### src/rtl/vldft_pkg.sv
package vldft_pkg;

  typedef enum logic [2:0] {
    ST_IDLE,
    ST_LOAD,
    ST_ROW,
    ST_COL,
    ST_DONE
  } seq_state_e;

  localparam int LEN_CODES = 4;

  // load phases per length code: 1, then 4 to the power of the code
  function automatic int unsigned phase_count(input int unsigned code);
    return (code == 0) ? 1 : (1 << (2 * code));
  endfunction

  // compute iterations per pass: 8 to the power of the code
  function automatic int unsigned iter_count(input int unsigned code);
    return 1 << (3 * code);
  endfunction

endpackage

### src/rtl/vldft_wrap_ctr.sv
module vldft_wrap_ctr #(
  parameter int W = 4
) (
  input  logic         clk,
  input  logic         rst_n,
  input  logic         clr,
  input  logic         inc,
  input  logic [W-1:0] last,
  output logic [W-1:0] cnt,
  output logic         at_last
);
  assign at_last = (cnt == last);

  always_ff @(posedge clk or negedge rst_n) begin
    if (!rst_n)      cnt <= '0;
    else if (clr)    cnt <= '0;
    else if (inc)    cnt <= at_last ? '0 : cnt + 1'b1;
  end
endmodule

### src/rtl/vldft_len_decode.sv
module vldft_len_decode
  import vldft_pkg::*;
#(
  parameter int PHASE_W = 6,
  parameter int ITER_W  = 9
) (
  input  logic [1:0]         code,
  output logic [PHASE_W-1:0] phase_last,
  output logic [ITER_W-1:0]  iter_last
);
  logic [PHASE_W-1:0] ph_tab [LEN_CODES];
  logic [ITER_W-1:0]  it_tab [LEN_CODES];

  for (genvar g = 0; g < LEN_CODES; g++) begin : g_tab
    assign ph_tab[g] = PHASE_W'(phase_count(g) - 1);
    assign it_tab[g] = ITER_W'(iter_count(g) - 1);
  end

  assign phase_last = ph_tab[code];
  assign iter_last  = it_tab[code];
endmodule

### src/rtl/vldft_seq_ctrl.sv
module vldft_seq_ctrl
  import vldft_pkg::*;
#(
  parameter int ENTRIES    = 36,
  parameter int WORD_LEN   = 16,
  parameter int MAX_PHASES = 64,
  parameter int MAX_ITERS  = 512,
  localparam int ADDR_W  = $clog2(ENTRIES),
  localparam int PHASE_W = $clog2(MAX_PHASES),
  localparam int ITER_W  = $clog2(MAX_ITERS),
  localparam int BIT_W   = (WORD_LEN > 1) ? $clog2(WORD_LEN) : 1
) (
  input  logic               clk,
  input  logic               rst_n,
  input  logic               start,
  input  logic [1:0]         len_sel,
  input  logic               coef_valid,
  output logic               coef_ready,
  output logic               load_req,
  output logic               ram_we,
  output logic [PHASE_W-1:0] ram_phase,
  output logic [ADDR_W-1:0]  ram_addr,
  output logic               compute_active,
  output logic               stage_col,
  output logic [ITER_W-1:0]  iter_idx,
  output logic [BIT_W-1:0]   bit_idx,
  output logic               done
);
  seq_state_e state_q, state_d;
  logic [1:0] len_q, loaded_len_q;
  logic       loaded_q, load_req_q;

  logic [PHASE_W-1:0] phase_last;
  logic [ITER_W-1:0]  iter_last;
  logic addr_at_last, phase_at_last, bit_at_last, iter_at_last;

  logic in_load, in_compute, in_idle, accept, phase_done, load_fin, pass_end;
  logic go, need_load;

  assign in_idle    = (state_q == ST_IDLE);
  assign in_load    = (state_q == ST_LOAD);
  assign in_compute = (state_q == ST_ROW) || (state_q == ST_COL);
  assign accept     = in_load && coef_valid;
  assign phase_done = accept && addr_at_last;
  assign load_fin   = phase_done && phase_at_last;
  assign pass_end   = in_compute && bit_at_last && iter_at_last;
  assign go         = in_idle && start;
  assign need_load  = !loaded_q || (len_sel != loaded_len_q);

  vldft_len_decode #(.PHASE_W(PHASE_W), .ITER_W(ITER_W)) u_dec (
    .code       (len_q),
    .phase_last (phase_last),
    .iter_last  (iter_last)
  );

  vldft_wrap_ctr #(.W(ADDR_W)) u_addr (
    .clk (clk), .rst_n (rst_n), .clr (in_idle), .inc (accept),
    .last (ADDR_W'(ENTRIES - 1)), .cnt (ram_addr), .at_last (addr_at_last)
  );

  vldft_wrap_ctr #(.W(PHASE_W)) u_phase (
    .clk (clk), .rst_n (rst_n), .clr (in_idle), .inc (phase_done),
    .last (phase_last), .cnt (ram_phase), .at_last (phase_at_last)
  );

  vldft_wrap_ctr #(.W(BIT_W)) u_bit (
    .clk (clk), .rst_n (rst_n), .clr (!in_compute), .inc (in_compute),
    .last (BIT_W'(WORD_LEN - 1)), .cnt (bit_idx), .at_last (bit_at_last)
  );

  vldft_wrap_ctr #(.W(ITER_W)) u_iter (
    .clk (clk), .rst_n (rst_n), .clr (!in_compute), .inc (in_compute && bit_at_last),
    .last (iter_last), .cnt (iter_idx), .at_last (iter_at_last)
  );

  always_comb begin
    state_d = state_q;
    unique case (state_q)
      ST_IDLE: if (start) state_d = need_load ? ST_LOAD : ST_ROW;
      ST_LOAD: if (load_fin) state_d = ST_ROW;
      ST_ROW:  if (pass_end) state_d = ST_COL;
      ST_COL:  if (pass_end) state_d = ST_DONE;
      ST_DONE: state_d = ST_IDLE;
      default: state_d = ST_IDLE;
    endcase
  end

  always_ff @(posedge clk or negedge rst_n) begin
    if (!rst_n) begin
      state_q      <= ST_IDLE;
      len_q        <= '0;
      loaded_q     <= 1'b0;
      loaded_len_q <= '0;
      load_req_q   <= 1'b0;
    end else begin
      state_q    <= state_d;
      load_req_q <= (go && need_load) || (phase_done && !phase_at_last);
      if (go) begin
        len_q <= len_sel;
        if (need_load) loaded_q <= 1'b0;
      end
      if (load_fin) begin
        loaded_q     <= 1'b1;
        loaded_len_q <= len_q;
      end
    end
  end

  assign coef_ready     = in_load;
  assign ram_we         = accept;
  assign load_req       = load_req_q;
  assign compute_active = in_compute;
  assign stage_col      = (state_q == ST_COL);
  assign done           = (state_q == ST_DONE);
endmodule

### config.mk
export PLATFORM = sky130hd
export DESIGN_NAME = vldft_seq_ctrl
export DESIGN_NICKNAME = d
export VERILOG_FILES = /design/src/rtl/vldft_pkg.sv /design/src/rtl/vldft_wrap_ctr.sv /design/src/rtl/vldft_len_decode.sv /design/src/rtl/vldft_seq_ctrl.sv
export SDC_FILE = /design/constraint.sdc
export NUM_CORES = 1
export LEC_CHECK = 0
export BUFFER_PORTS_ARGS = -buffer_cell sky130_fd_sc_hd__buf_2
export CORE_ASPECT_RATIO = 0.8
export CORE_MARGIN = 3
export CORE_UTILIZATION = 40
export CTS_CLUSTER_DIAMETER = 150
export DETAILED_ROUTE_END_ITERATION = 8
export GPL_TIMING_DRIVEN = 0
export PLACE_DENSITY = 0.68
export SYNTH_ARGS = -nofsm -noshare
export SYNTH_HDL_FRONTEND = slang
export SYNTH_SLANG_ARGS = --single-unit
### constraint.sdc
create_clock -name clk -period 3 [get_ports clk]
set_clock_uncertainty 0.15 [all_clocks]
set_input_delay 0.6 -clock clk [delete_from_list [all_inputs] [get_ports clk]]
set_output_delay 0.6 -clock clk [all_outputs]
set_load 0.01 [all_outputs]
# After elaboration in Yosys (flattened, before gate mapping)
# Cells that the tools add are included.
# word_totals
register_bits	34
in_bits	6
out_inout_bits	31
# classes
addsub	4
n_lt_le_gt_ge	1
eq_ne	14
n_mux	26
bitwise	1
reduce_logical	20
# ops
op	count
2-to-1 mux 6 bit	8
2-to-1 mux 9 bit	5
binary-select mux 9 bit (select 2 bit)	1
adder 6 x 1 -> 6 bit, second input constant	2
binary-select mux 6 bit (select 2 bit)	1
2-to-1 mux 3 bit	4
case mux 3 bit (4 select lines)	1
adder 9 x 1 -> 9 bit, second input constant	1
== test 9 bit	1
logical AND 1 bit	8
2-to-1 mux 4 bit	2
nonzero test 2 bit	4
== test 3 x 2 -> 1 bit, second input constant	2
== test 6 bit	1
== test 6 bit, second input constant	1
!= test 2 x 1 -> 1 bit, second input constant	3
adder 4 x 1 -> 4 bit, second input constant	1
== test 4 bit, second input constant	1
!= test 2 bit, second input constant	2
AND reduction 4 bit	1
== test 3 x 1 -> 1 bit, second input constant	1
== test 3 bit, second input constant	1
greater-or-equal comparator 3 bit, second input constant	1
logical NOT 3 bit	1
7 further kinds	12

# Logic depth before layout (Yosys ltp)
# Gate-level depths: netlist of run 1.
# logic_depth
word_depth	8
depth_mapped	8
ltp_nobuf	7

# Hierarchy
# From an unflattened synthesis of run 1, not the netlist that was laid out.
# unflattened
hier_cells	217
area_unflattened_um2	2270.9
# by_module_without_submodules
module	instances	cells_each	area_per_inst_um2	seq_area_each_um2
vldft_wrap_ctr (u_addr ...)	2	37	399.1	150.1
vldft_wrap_ctr (u_iter)	1	57	579.3	225.2
vldft_seq_ctrl	1	44	498.0	225.2
vldft_wrap_ctr (u_bit)	1	27	284.0	100.1
vldft_len_decode	1	15	111.4	0.0

# Worst setup path after synthesis of run 1
# No wires, ideal clock.
# synth_timing
path_type	reg-to-reg
from	register u_iter.cnt[2]
to	register state_q[0]
setup_ns	0.125
arrival_time_ns	1.867
setup_slack_ns	0.858
stages_incl_launch_ff	7
synth_period_minus_slack_ns	2.142
path_cell_list	dfrtp_1 > and3_4 > a31oi_1 > or4_4 > o21ai_4 > nand2_2 > mux2_4
# synth_via
elab_chain_cells	4
# synth_rtl
item	line	text
start: declaration	vldft_wrap_ctr.sv:9	output logic [W-1:0] cnt,
start signal: assignment	vldft_wrap_ctr.sv:17	else if (inc) cnt <= at_last ? '0 : cnt + 1'b1;
== test 9 bit *	vldft_wrap_ctr.sv:12	assign at_last = (cnt == last);
logical AND 1 bit *	vldft_seq_ctrl.sv:46	assign pass_end = in_compute && bit_at_last && iter_at_last;
!= test 2 bit (no line) / != test 2 x 1 -> 1 bit (equally long branches)	-	
AND reduction 4 bit (no line) *	-	
end signal: assignment	vldft_seq_ctrl.sv:96	state_q <= state_d;
end: declaration	vldft_seq_ctrl.sv:29	seq_state_e state_q, state_d;
# Mark *: on every way between the ends. The rest lies on a longest branch, timed or not.
# A chain may end at the register's enable or synchronous reset.

# Final worst setup path of run 1
# layout_timing
from	register len_q[0]
to	register state_q[0]
# layout_via
elab_chain_cells	8
# layout_rtl
item	line	text
start: declaration	vldft_seq_ctrl.sv:30	logic [1:0] len_q, loaded_len_q;
start signal: assignment	vldft_seq_ctrl.sv:99	len_q <= len_sel;
NOT 2 -> 3 bit (implied by the code) *	vldft_len_decode.sv:19, vldft_len_decode.sv:20	
binary-select mux 9 bit (select 2 bit) / binary-select mux 6 bit (select 2 bit) (equally long branches)	vldft_len_decode.sv:20, vldft_len_decode.sv:19	
2-to-1 mux 9 bit (implied by the code) / 2-to-1 mux 6 bit (equally long branches) (2 in series)	vldft_len_decode.sv:20, vldft_len_decode.sv:19	
== test 9 bit / == test 6 bit (equally long branches)	vldft_wrap_ctr.sv:12	
logical AND 1 bit (on tied branches)	vldft_seq_ctrl.sv:46, vldft_seq_ctrl.sv:45	
!= test 2 bit (no line) / != test 2 x 1 -> 1 bit (equally long branches)	-	
AND reduction 4 bit (no line) *	-	
# Mark *: on every way between the ends. The rest lies on a longest branch, timed or not. The select of a mux whose other input is x is not followed.

==> impl_metrics.ini, run 1 <==
[drt]
ant_nets = 0
highest_layer = met4
vias = 1522
dr.pass1.iters = 4
vias_per_cell = 5.21
first_iter_violations = 96
drc = 0
wl_per_cell_um = 13.4
wl_met3_um = 199
wl_met1_mm = 1.87
wl_met2_mm = 1.81
wl_mm = 3.93

[timing]
tns_ps = 0
fin_crit_ps = 2300
finalHoldViolCount = 0
holdWs_ps = 225
worst_slack_ps = 698
rsz0062_at_grt = false
worst_pin_slew_ps = 743
maxSlewHeadroom_pct = 50.5
drv_slew = 0
min_period_over_period_pct = 76.7
fmax_mhz = 434
setup_violations = 0

[worst_setup_path]
worstPathRequired_ps = 3020
rr_endpoint = state_q[0]
reg2reg_slack_ps = 700
cp_cell_sequence = buf_6 -> nor2_1 -> a221oi_2 -> or4_4 -> o21ai_4 -> nand2_2 -> mux2_4
crit_fanout = 9
crit_start = len_q[0]
r2r-start = len_q[0]
worstSetupEndpointType = flip-flop
max_stage_delay_ps = 560
crit_path_end = state_q[0]
rr_worst_depth = 7
path_class = flip-flop to flip-flop
cp-start-kind = flip-flop
cp_slowest_cell = or4_4
critPathArrivalTime_ps = 2330

[die]
die_area_um2 = 5480
start_util_pct = 42.9
pin_count = 37
fp.dieW_um = 82.0
rows = 21
core_um2 = 4310
fp.dieH_um = 66.8

[placement]
dpl_cell_area_um2 = 2100
place_congestion = 0.819
dpl.cell_count = 284
portBuffers = 36
hpwl_mm = 2.89
pre_cts_ws_ps = 706

[clock_network]
clkSinkCount = 34
post_cts_resized = 0
post_cts_buffers = 0
clk_path_buf_depth = 2
clock_latency_ps = 280
cts.htree.levels = 2
holdBufCountCts = 0
cts_buffers = 5
cts_tree = done
path_clk_slew_ps = 70
cts_root_buf = clkbuf_8

[yosys]
synth_area_per_cell_um2 = 9.69
synthesis.area_um2 = 1850
synth_seq_cells = 34
yosys_warnings = 0
post_synth_inst_count = 191
syn_nets = 201
synth_seq_area_share_pct = 46.0
yosysUniqueCellTypes = 48

[final_layout]
final_util_pct = 51.3
diodes = 0
drive_above_1_share_pct = 26.0
fin_area_um2 = 2210
nets = 244
area_growth_pct = 19.5
instances_no_fill = 292

[global_route]
antenna_found_initial = 0
overflow = 0
grt_pass1_wl_mm = 6.78
grt_start_max_net_pins = 35
track_usage_pct = 16.1
first_global_vias = 1421

[power]
p_total_mw = 1.66
leakage_nw = 1.12
ir_drop_uv = 270
power.density_nw_per_um2 = 749

[status]
status = finished, final reports clean

[worst_hold_path]
hold_path_class = input pin to asynchronous set/reset pin

[flow_run]
maxCapViolCount = 0
[cell families after synthesis]
logic type | synth area share [%]
flip-flops | 46.0
adder cells (fa/ha/maj) | 2.70
XOR/XNOR | 7.10
AO/OA/AOI/OAI | 9.53
buffers and inverters | 2.91
AND/OR/NAND/NOR | 28.0
multiplexers | 3.79
[layer usage]
| layer | up-vias | global-route usage (%) |
|---|---|---|
| met2 | 36 | 24.1 |
| met4 | 0 | 5.60 |
| met3 | 5 | 3.92 |
| met1 | 722 | 22.7 |
| met5 | - | 0 |
| li1 | 759 | - |
[area by class of cell]
type                       instances  area [um2]
multi-input combinational        147         946
tap                               57        71.3
inverter                           4        15.0
buffer                             6        38.8
fill                             428        2100
sequential                        34         851
timing repair buffer              36         180
clock buffer                       8         110
[cell usage in the layout, fill, tap and decap left out, types with 4 or more instances in the layout]
cell type,count
a21oi_1,5
buf_2,37
ha_1,4
inv_1,4
a31oi_1,4
dfrtp_1,34
nand3_1,14
nand4_1,6
clkbuf_8,8
nand2_1,21
xor2_1,12
nor2_1,24
[power breakdown]
| part | leakage (nW) | switching (mW) | internal [mW] |
|---|---|---|---|
| registers | 0.456 | 0.0616 | 0.536 |
| logic | 0.603 | 0.387 | 0.279 |
| clock network | 0.0575 | 0.162 | 0.232 |
| total | 1.12 | 0.611 | 1.05 |
[worst min-delay path by stage]
stage / startpoint / to / slack (ps) / depth (start not counted)
6_report: rst_n / u_addr.cnt[5] / 230 / 1
5_1_grt: rst_n / u_addr.cnt[3] / 290 / 1
4_1_cts: rst_n / u_addr.cnt[3] / 260 / 1
3_5_place_dp: loaded_q / loaded_q / 330 / 2
3_3_place_gp: loaded_q / loaded_q / 320 / 2
2_1_floorplan: rst_n / len_q[0] / 150 / 0
[Yosys cell counts (all sizes together)]
cell type	count	area share [%]
dfrtp	34	46
nor2	25	5.2
nand2	22	4.6
nand3	15	4.7
xor2	12	5.7
o21ai	7	2.5
nand4	6	2.0
a21oi	5	1.4
and3	5	2.0
mux2	5	3.2
a31oi	4	1.4
ha	4	2.7
inv	4	0.81
and2	3	1.0
buf	3	1.5
clkbuf	3	0.61
nor3	3	0.81
nor4	3	1.0
or2	3	1.0
xnor2	3	1.4
a21o	2	0.81
a32o	2	1.1
nand2b	2	0.68
nor3b	2	1.4
or3	2	0.68
or4	2	1.0
a211oi	1	0.41
a221oi	1	0.81
a22oi	1	0.41
and3b	1	0.47
and4	1	0.47
mux2i	1	0.54
nor4b	1	0.47
o21bai	1	0.41
o31ai	1	0.41
or2b	1	0.41
[sequential cells by signal, indices dropped and copies added, names as in the netlist]
| register | cells |
|---|---|
| loaded_q | 1 |
| u_phase.cnt | 6 |
| state_q | 3 |
| u_bit.cnt | 4 |
| u_addr.cnt | 6 |
| u_iter.cnt | 9 |
| load_req | 1 |
| loaded_len_q | 2 |
| len_q | 2 |
[critical path: cells and delay by family, from the launching register on]
kind | cells | cell delay (ps)
flops | 1 | 370
mux | 1 | 300
compound gates | 2 | 370
buf+inv | 1 | 130
simple gates | 3 | 870
Power figures use the tool's default switching activity.
==> run 2, diff against run 1 <==
--- a/config.mk
+++ b/config.mk
@@ -12,7 +12,7 @@
 export CTS_CLUSTER_DIAMETER = 150
 export DETAILED_ROUTE_END_ITERATION = 8
 export GPL_TIMING_DRIVEN = 0
-export PLACE_DENSITY = 0.68
+export PLACE_DENSITY = 0.7
 export SYNTH_ARGS = -nofsm -noshare
 export SYNTH_HDL_FRONTEND = slang
 export SYNTH_SLANG_ARGS = --single-unit
==> constraint.sdc (replaced) <==
create_clock -name clk -period 2 [get_ports clk]
set_clock_uncertainty 0.15 [all_clocks]
set_input_delay 0.4 -clock clk [delete_from_list [all_inputs] [get_ports clk]]
set_output_delay 0.4 -clock clk [all_outputs]
set_load 0.01 [all_outputs]
==> run 2 against run 1 <==
The flow now finishes with violations (setup timing). Non-clock buffer count increased by 10. Hold slack got worse by 190 ps. Cell count rose by 3.4%. Die area is the same. Critical endpoint unchanged.
==> impl_metrics.ini, run 2 (synthesis results as in run 1) <==
[status]
status = finished, violations left
failed_checks = setup timing

[die]
die_area_um2 = 5480
core_um2 = 4310
rows = 21
start_util_pct = 42.9
fp.dieH_um = 66.8
pin_count = 37
fp.dieW_um = 82.0

[final_layout]
final_cell_mix = 36 x buf_2, 29 x dfrtp_1, 18 x nor2_1
largest_register = u_iter.cnt
drive_above_1_share_pct = 40.4
instances_no_fill = 302
fillers = 367
area_growth_pct = 32.5
reg_top3 = u_iter.cnt x9, u_addr.cnt x6, u_phase.cnt x6
final_common_cell = buf_2
fin_area_um2 = 2450
largest_register_ffs = 9
nets = 254
diodes = 0

[global_route]
overflow = 0
first_global_vias = 1385
grt_start_max_net_pins = 35
grt_pass1_wl_mm = 6.78
track_usage_pct = 16.4
antenna_found_initial = 0

[worst_setup_path]
rr_worst_depth = 7
rr_endpoint = state_q[0]
cp-start-kind = flip-flop
crit_path_end = state_q[0]
critPathArrivalTime_ps = 2120
path_class = flip-flop to flip-flop
crit_fanout = 6
crit_start = len_q[1]
worstPathRequired_ps = 2020
r2r-start = len_q[1]
reg2reg_slack_ps = -100
worstSetupEndpointType = flip-flop

[timing]
worst_slack_ps = -100
fin_crit_ps = 2100
worst_pin_slew_ps = 759
maxSlewHeadroom_pct = 49.4
rsz0062_at_grt = true
min_period_over_period_pct = 105
drv_slew = 0
finalHoldViolCount = 0
holdWs_ps = 38.6
setup_violations = 4
fmax_mhz = 476

[clock_network]
cts.htree.levels = 2
cts_tree = done
clock_latency_ps = 280
clkSinkCount = 34
path_clk_slew_ps = 70
cts_buffers = 5
cts_root_buf = clkbuf_8
clk_path_buf_depth = 2

[placement]
place_congestion = 0.840
dpl_cell_area_um2 = 2120
hpwl_mm = 2.89
portBuffers = 36
dpl.cell_count = 284

[drt]
wl_per_cell_um = 14.7
vias_per_cell = 5.21
vias = 1573
ant_nets = 0
wl_mm = 4.45
dr.pass1.iters = 4
drc = 0
first_iter_violations = 103

[worst_hold_path]
hold_path_class = input pin to asynchronous set/reset pin

[flow_run]
maxCapViolCount = 0

[power]
p_total_mw = 2.79
leakage_nw = 1.19
power.density_nw_per_um2 = 1140
ir_drop_uv = 412
## run 2: cell count changes in the layout (fill, tap and decap cells not counted), sizes merged
cell | before | now
clkbuf | 11 | 9
bufinv | 0 | 1
buf | 39 | 50
## run 2: area by class of cell
type,count,area [um2],share of cell area [%]
plain buffers,3,30.0,1.23
clock buffers,7,76.3,3.11
clock inverters,1,30.0,1.23
inverters,4,15.0,0.613
multi-input cells,147,1080,44.1
flip-flops and latches,34,857,35.0
well taps,57,71.3,2.91
repair buffers,49,292,11.9
## run 2: power breakdown
group,switching [mW],internal [mW]
combinational,0.668,0.571
sequential,0.137,0.806
clock,0.239,0.373
## run 2: worst min-delay path by stage
stage                     startpoint  endpoint  slack [ps]  cells after the start
after global placement      loaded_q  loaded_q         310                      2
final                          rst_n  load_req          40                      1
after detailed placement    loaded_q  loaded_q         310                      2
after CTS                      rst_n  len_q[1]          60                      1
after global routing           rst_n  load_req          80                      1
after floorplan                rst_n  len_q[0]         -50                      0
## run 2: repair_timing
| item | CTS | global route |
|---|---|---|
| hold buffers | 0 | 0 |
| pin swaps | 5 | 10 |
| setup endpoints to repair | 21 | 21 |
| buffers inserted | 2 | 11 |
| gates resized for setup | 8 | 24 |
## run 2: worst max-delay path, stage by stage (launching register included)
cell,delay (ps)
dfrtp_1,370
buf_6,130
nor4_4,250
a22oi_1,90
or4_4,440
o21ai_4,180
nand2_2,70
mux2_4,290
## run 2: stage by stage
step           TNS (ps)  setup slack [ps]  util [%]
2_1_floorplan      -127              -127         -
3_3_place_gp       -681              -266      49.2
3_5_place_dp       -726              -275      49.2
4_1_cts            -225              -119      52.7
5_1_grt            -874              -172      56.9
6_report           -156              -100      56.9
## run 2: layer usage
metal / GRT usage, % / wire (um)
met1: 24.8 / 2090
met2: 22.9 / 2130
met3: 4.19 / 202
met4: 4.36 / 29
met5: 0 / 0
==> run 3, diff against run 2 <==
--- a/config.mk
+++ b/config.mk
@@ -8,11 +8,13 @@
 export BUFFER_PORTS_ARGS = -buffer_cell sky130_fd_sc_hd__buf_2
 export CORE_ASPECT_RATIO = 0.8
 export CORE_MARGIN = 3
-export CORE_UTILIZATION = 40
+export CORE_UTILIZATION = 30
+export CTS_BUF_LIST = sky130_fd_sc_hd__clkbuf_8
 export CTS_CLUSTER_DIAMETER = 150
 export DETAILED_ROUTE_END_ITERATION = 8
 export GPL_TIMING_DRIVEN = 0
-export PLACE_DENSITY = 0.7
+export PLACE_DENSITY = 0.57
+export REMOVE_ABC_BUFFERS = 1
 export SYNTH_ARGS = -nofsm -noshare
 export SYNTH_HDL_FRONTEND = slang
 export SYNTH_SLANG_ARGS = --single-unit
==> run 3 against run 2 <==
The run still ends with setup timing left. Hold slack worse by 8.1 ps. Critical path depth did not move. Die area increased by 30%. Via count shrank 0.38%. Routed wire length grew 3.9%. Core utilization fell by 15 points. Power down 4.6%. Clock power barely moved. Cell count up 6.0%.
==> impl_metrics.ini, run 3 (synthesis results as in run 1) <==
[worst_setup_path]
worstSetupEndpointType = flip-flop
worstPathRequired_ps = 2030
path_class = flip-flop to flip-flop
critPathArrivalTime_ps = 2110
cp_num_buf_inv = 1
cp-start-kind = flip-flop
max_stage_delay_ps = 500
cp_slowest_cell = or4_4
crit_fanout = 5
cp_cell_sequence = buf_6 -> and4_1 -> a21oi_1 -> or4_4 -> o21ai_4 -> nand2_2 -> mux2_4
crit_family = simple AND/OR/NAND/NOR gates

[clock_network]
path_clk_slew_ps = 70
clock_latency_ps = 290
cts_root_buf = clkbuf_8
holdBufCountCts = 0
cts.htree.levels = 2
clkSinkCount = 34
cts_tree = done
clk_path_buf_depth = 2
cts_buffers = 5

[timing]
maxSlewHeadroom_pct = 46.6
worst_slack_ps = -84.5
min_period_over_period_pct = 104
tns_ps = -143
finalHoldViolCount = 0
worst_pin_slew_ps = 801
fmax_mhz = 480
setup_violations = 3
rsz0062_at_grt = true
fin_crit_ps = 2080
drv_slew = 0

[die]
rows = 24
die_area_um2 = 7150
pin_count = 37
fp.dieW_um = 93.8
fp.dieH_um = 76.2
start_util_pct = 32.4
core_um2 = 5710

[final_layout]
final_common_cell = buf_2
final_cell_mix = 36 x buf_2, 28 x dfrtp_1, 22 x nor2_1
drive_above_1_share_pct = 38.8
final_util_pct = 42.1
fin_area_um2 = 2400
reg_top3 = u_iter.cnt x9, u_addr.cnt x6, u_phase.cnt x6
fillers = 583
diodes = 0
area_growth_pct = 29.8
largest_register = u_iter.cnt
instances_no_fill = 320
nets = 251
largest_register_ffs = 9

[power]
ir_drop_uv = 411
power.density_nw_per_um2 = 1110
leakage_nw = 1.18

[drt]
vias_per_cell = 4.90
vias = 1567
wl_per_cell_um = 14.4
dr.pass1.iters = 4
wl_mm = 4.62
drc = 0
first_iter_violations = 52
ant_nets = 0

[status]
status = finished, violations left
failed_checks = setup timing

[global_route]
grt_start_max_net_pins = 35
overflow = 0
antenna_found_initial = 0
first_global_vias = 1537
track_usage_pct = 13.4
grt_pass1_wl_mm = 7.67

[placement]
dpl_cell_area_um2 = 2090
place_congestion = 0.783
dpl.cell_count = 299
hpwl_mm = 3.11
portBuffers = 36
pre_cts_ws_ps = -331

[worst_hold_path]
hold_path_class = input pin to asynchronous set/reset pin

[flow_run]
maxCapViolCount = 0
## run 3: cell types whose count changed in the layout (fill, tap and decap cells not counted), moves of 2 or more
cell,delta
nor2_1,+4
clkbuf_8,+3
nor2_2,-3
buf_4,+2
buf_6,-2
clkbuf_1,-2
nor4_2,+2
## run 3: final cells by class
cell class | instances | area [um2] | area share, %
Sequential cell | 34 | 858 | 35.7
Timing Repair Buffer | 49 | 282 | 11.7
Clock buffer | 8 | 110 | 4.58
Multi-Input combinational cell | 147 | 1040 | 43.3
Tap cell | 78 | 97.6 | 4.06
Inverter | 4 | 15.0 | 0.625
## run 3: metal layers
layer | wire length (um) | vias to the layer above | part of all wire (%) | GRT usage, %
met3 | 160 | 4 | 3.5 | 3.16
met2 | 2070 | 26 | 45 | 19.6
met1 | 2350 | 762 | 51 | 19.4
met5 | 0 | - | 0 | 0
met4 | 40 | 0 | 0.87 | 3.90
li1 | - | 775 | - | -
## run 3: repair_timing
item / 4_1_cts / 5_1_grt
endpoints found under the hold margin: 0 / 0
pin swaps: 7 / 6
setup endpoints to repair: 19 / 20
cloned: 0 / 0
buffers inserted: 7 / 6
resized for setup: 14 / 15
## run 3: path summary, 6_finish.rpt
check / start / endpoint / slack [ps] / depth (start not counted)
worst max-delay path: len_q[1] / state_q[0] / -80 / 7
worst min-delay path: rst_n / u_iter.cnt[7] / 30 / 1
worst max register to register: len_q[1] / state_q[0] / -80 / 7
worst min register to register: loaded_q / loaded_q / 330 / 2
max in group asynchronous: rst_n / u_phase.cnt[3] / 1090 / 1
min in group clk: len_sel[0] / len_q[0] / 230 / 2
## run 3: report_power, final
part           internal [mW]  leakage (nW)  total [mW]  switching (mW)
clock network          0.348        0.0575       0.610           0.262
logic                  0.492         0.672        1.05           0.562
registers              0.809         0.447        1.00           0.192
## run 3: through the flow
step	hold WS [ps]	power, mW
global placement	317	1.85
global route	113	2.85
detailed placement	325	1.87
CTS	68.1	2.60
floorplan	-45.6	1.57
finish	30.6	2.66
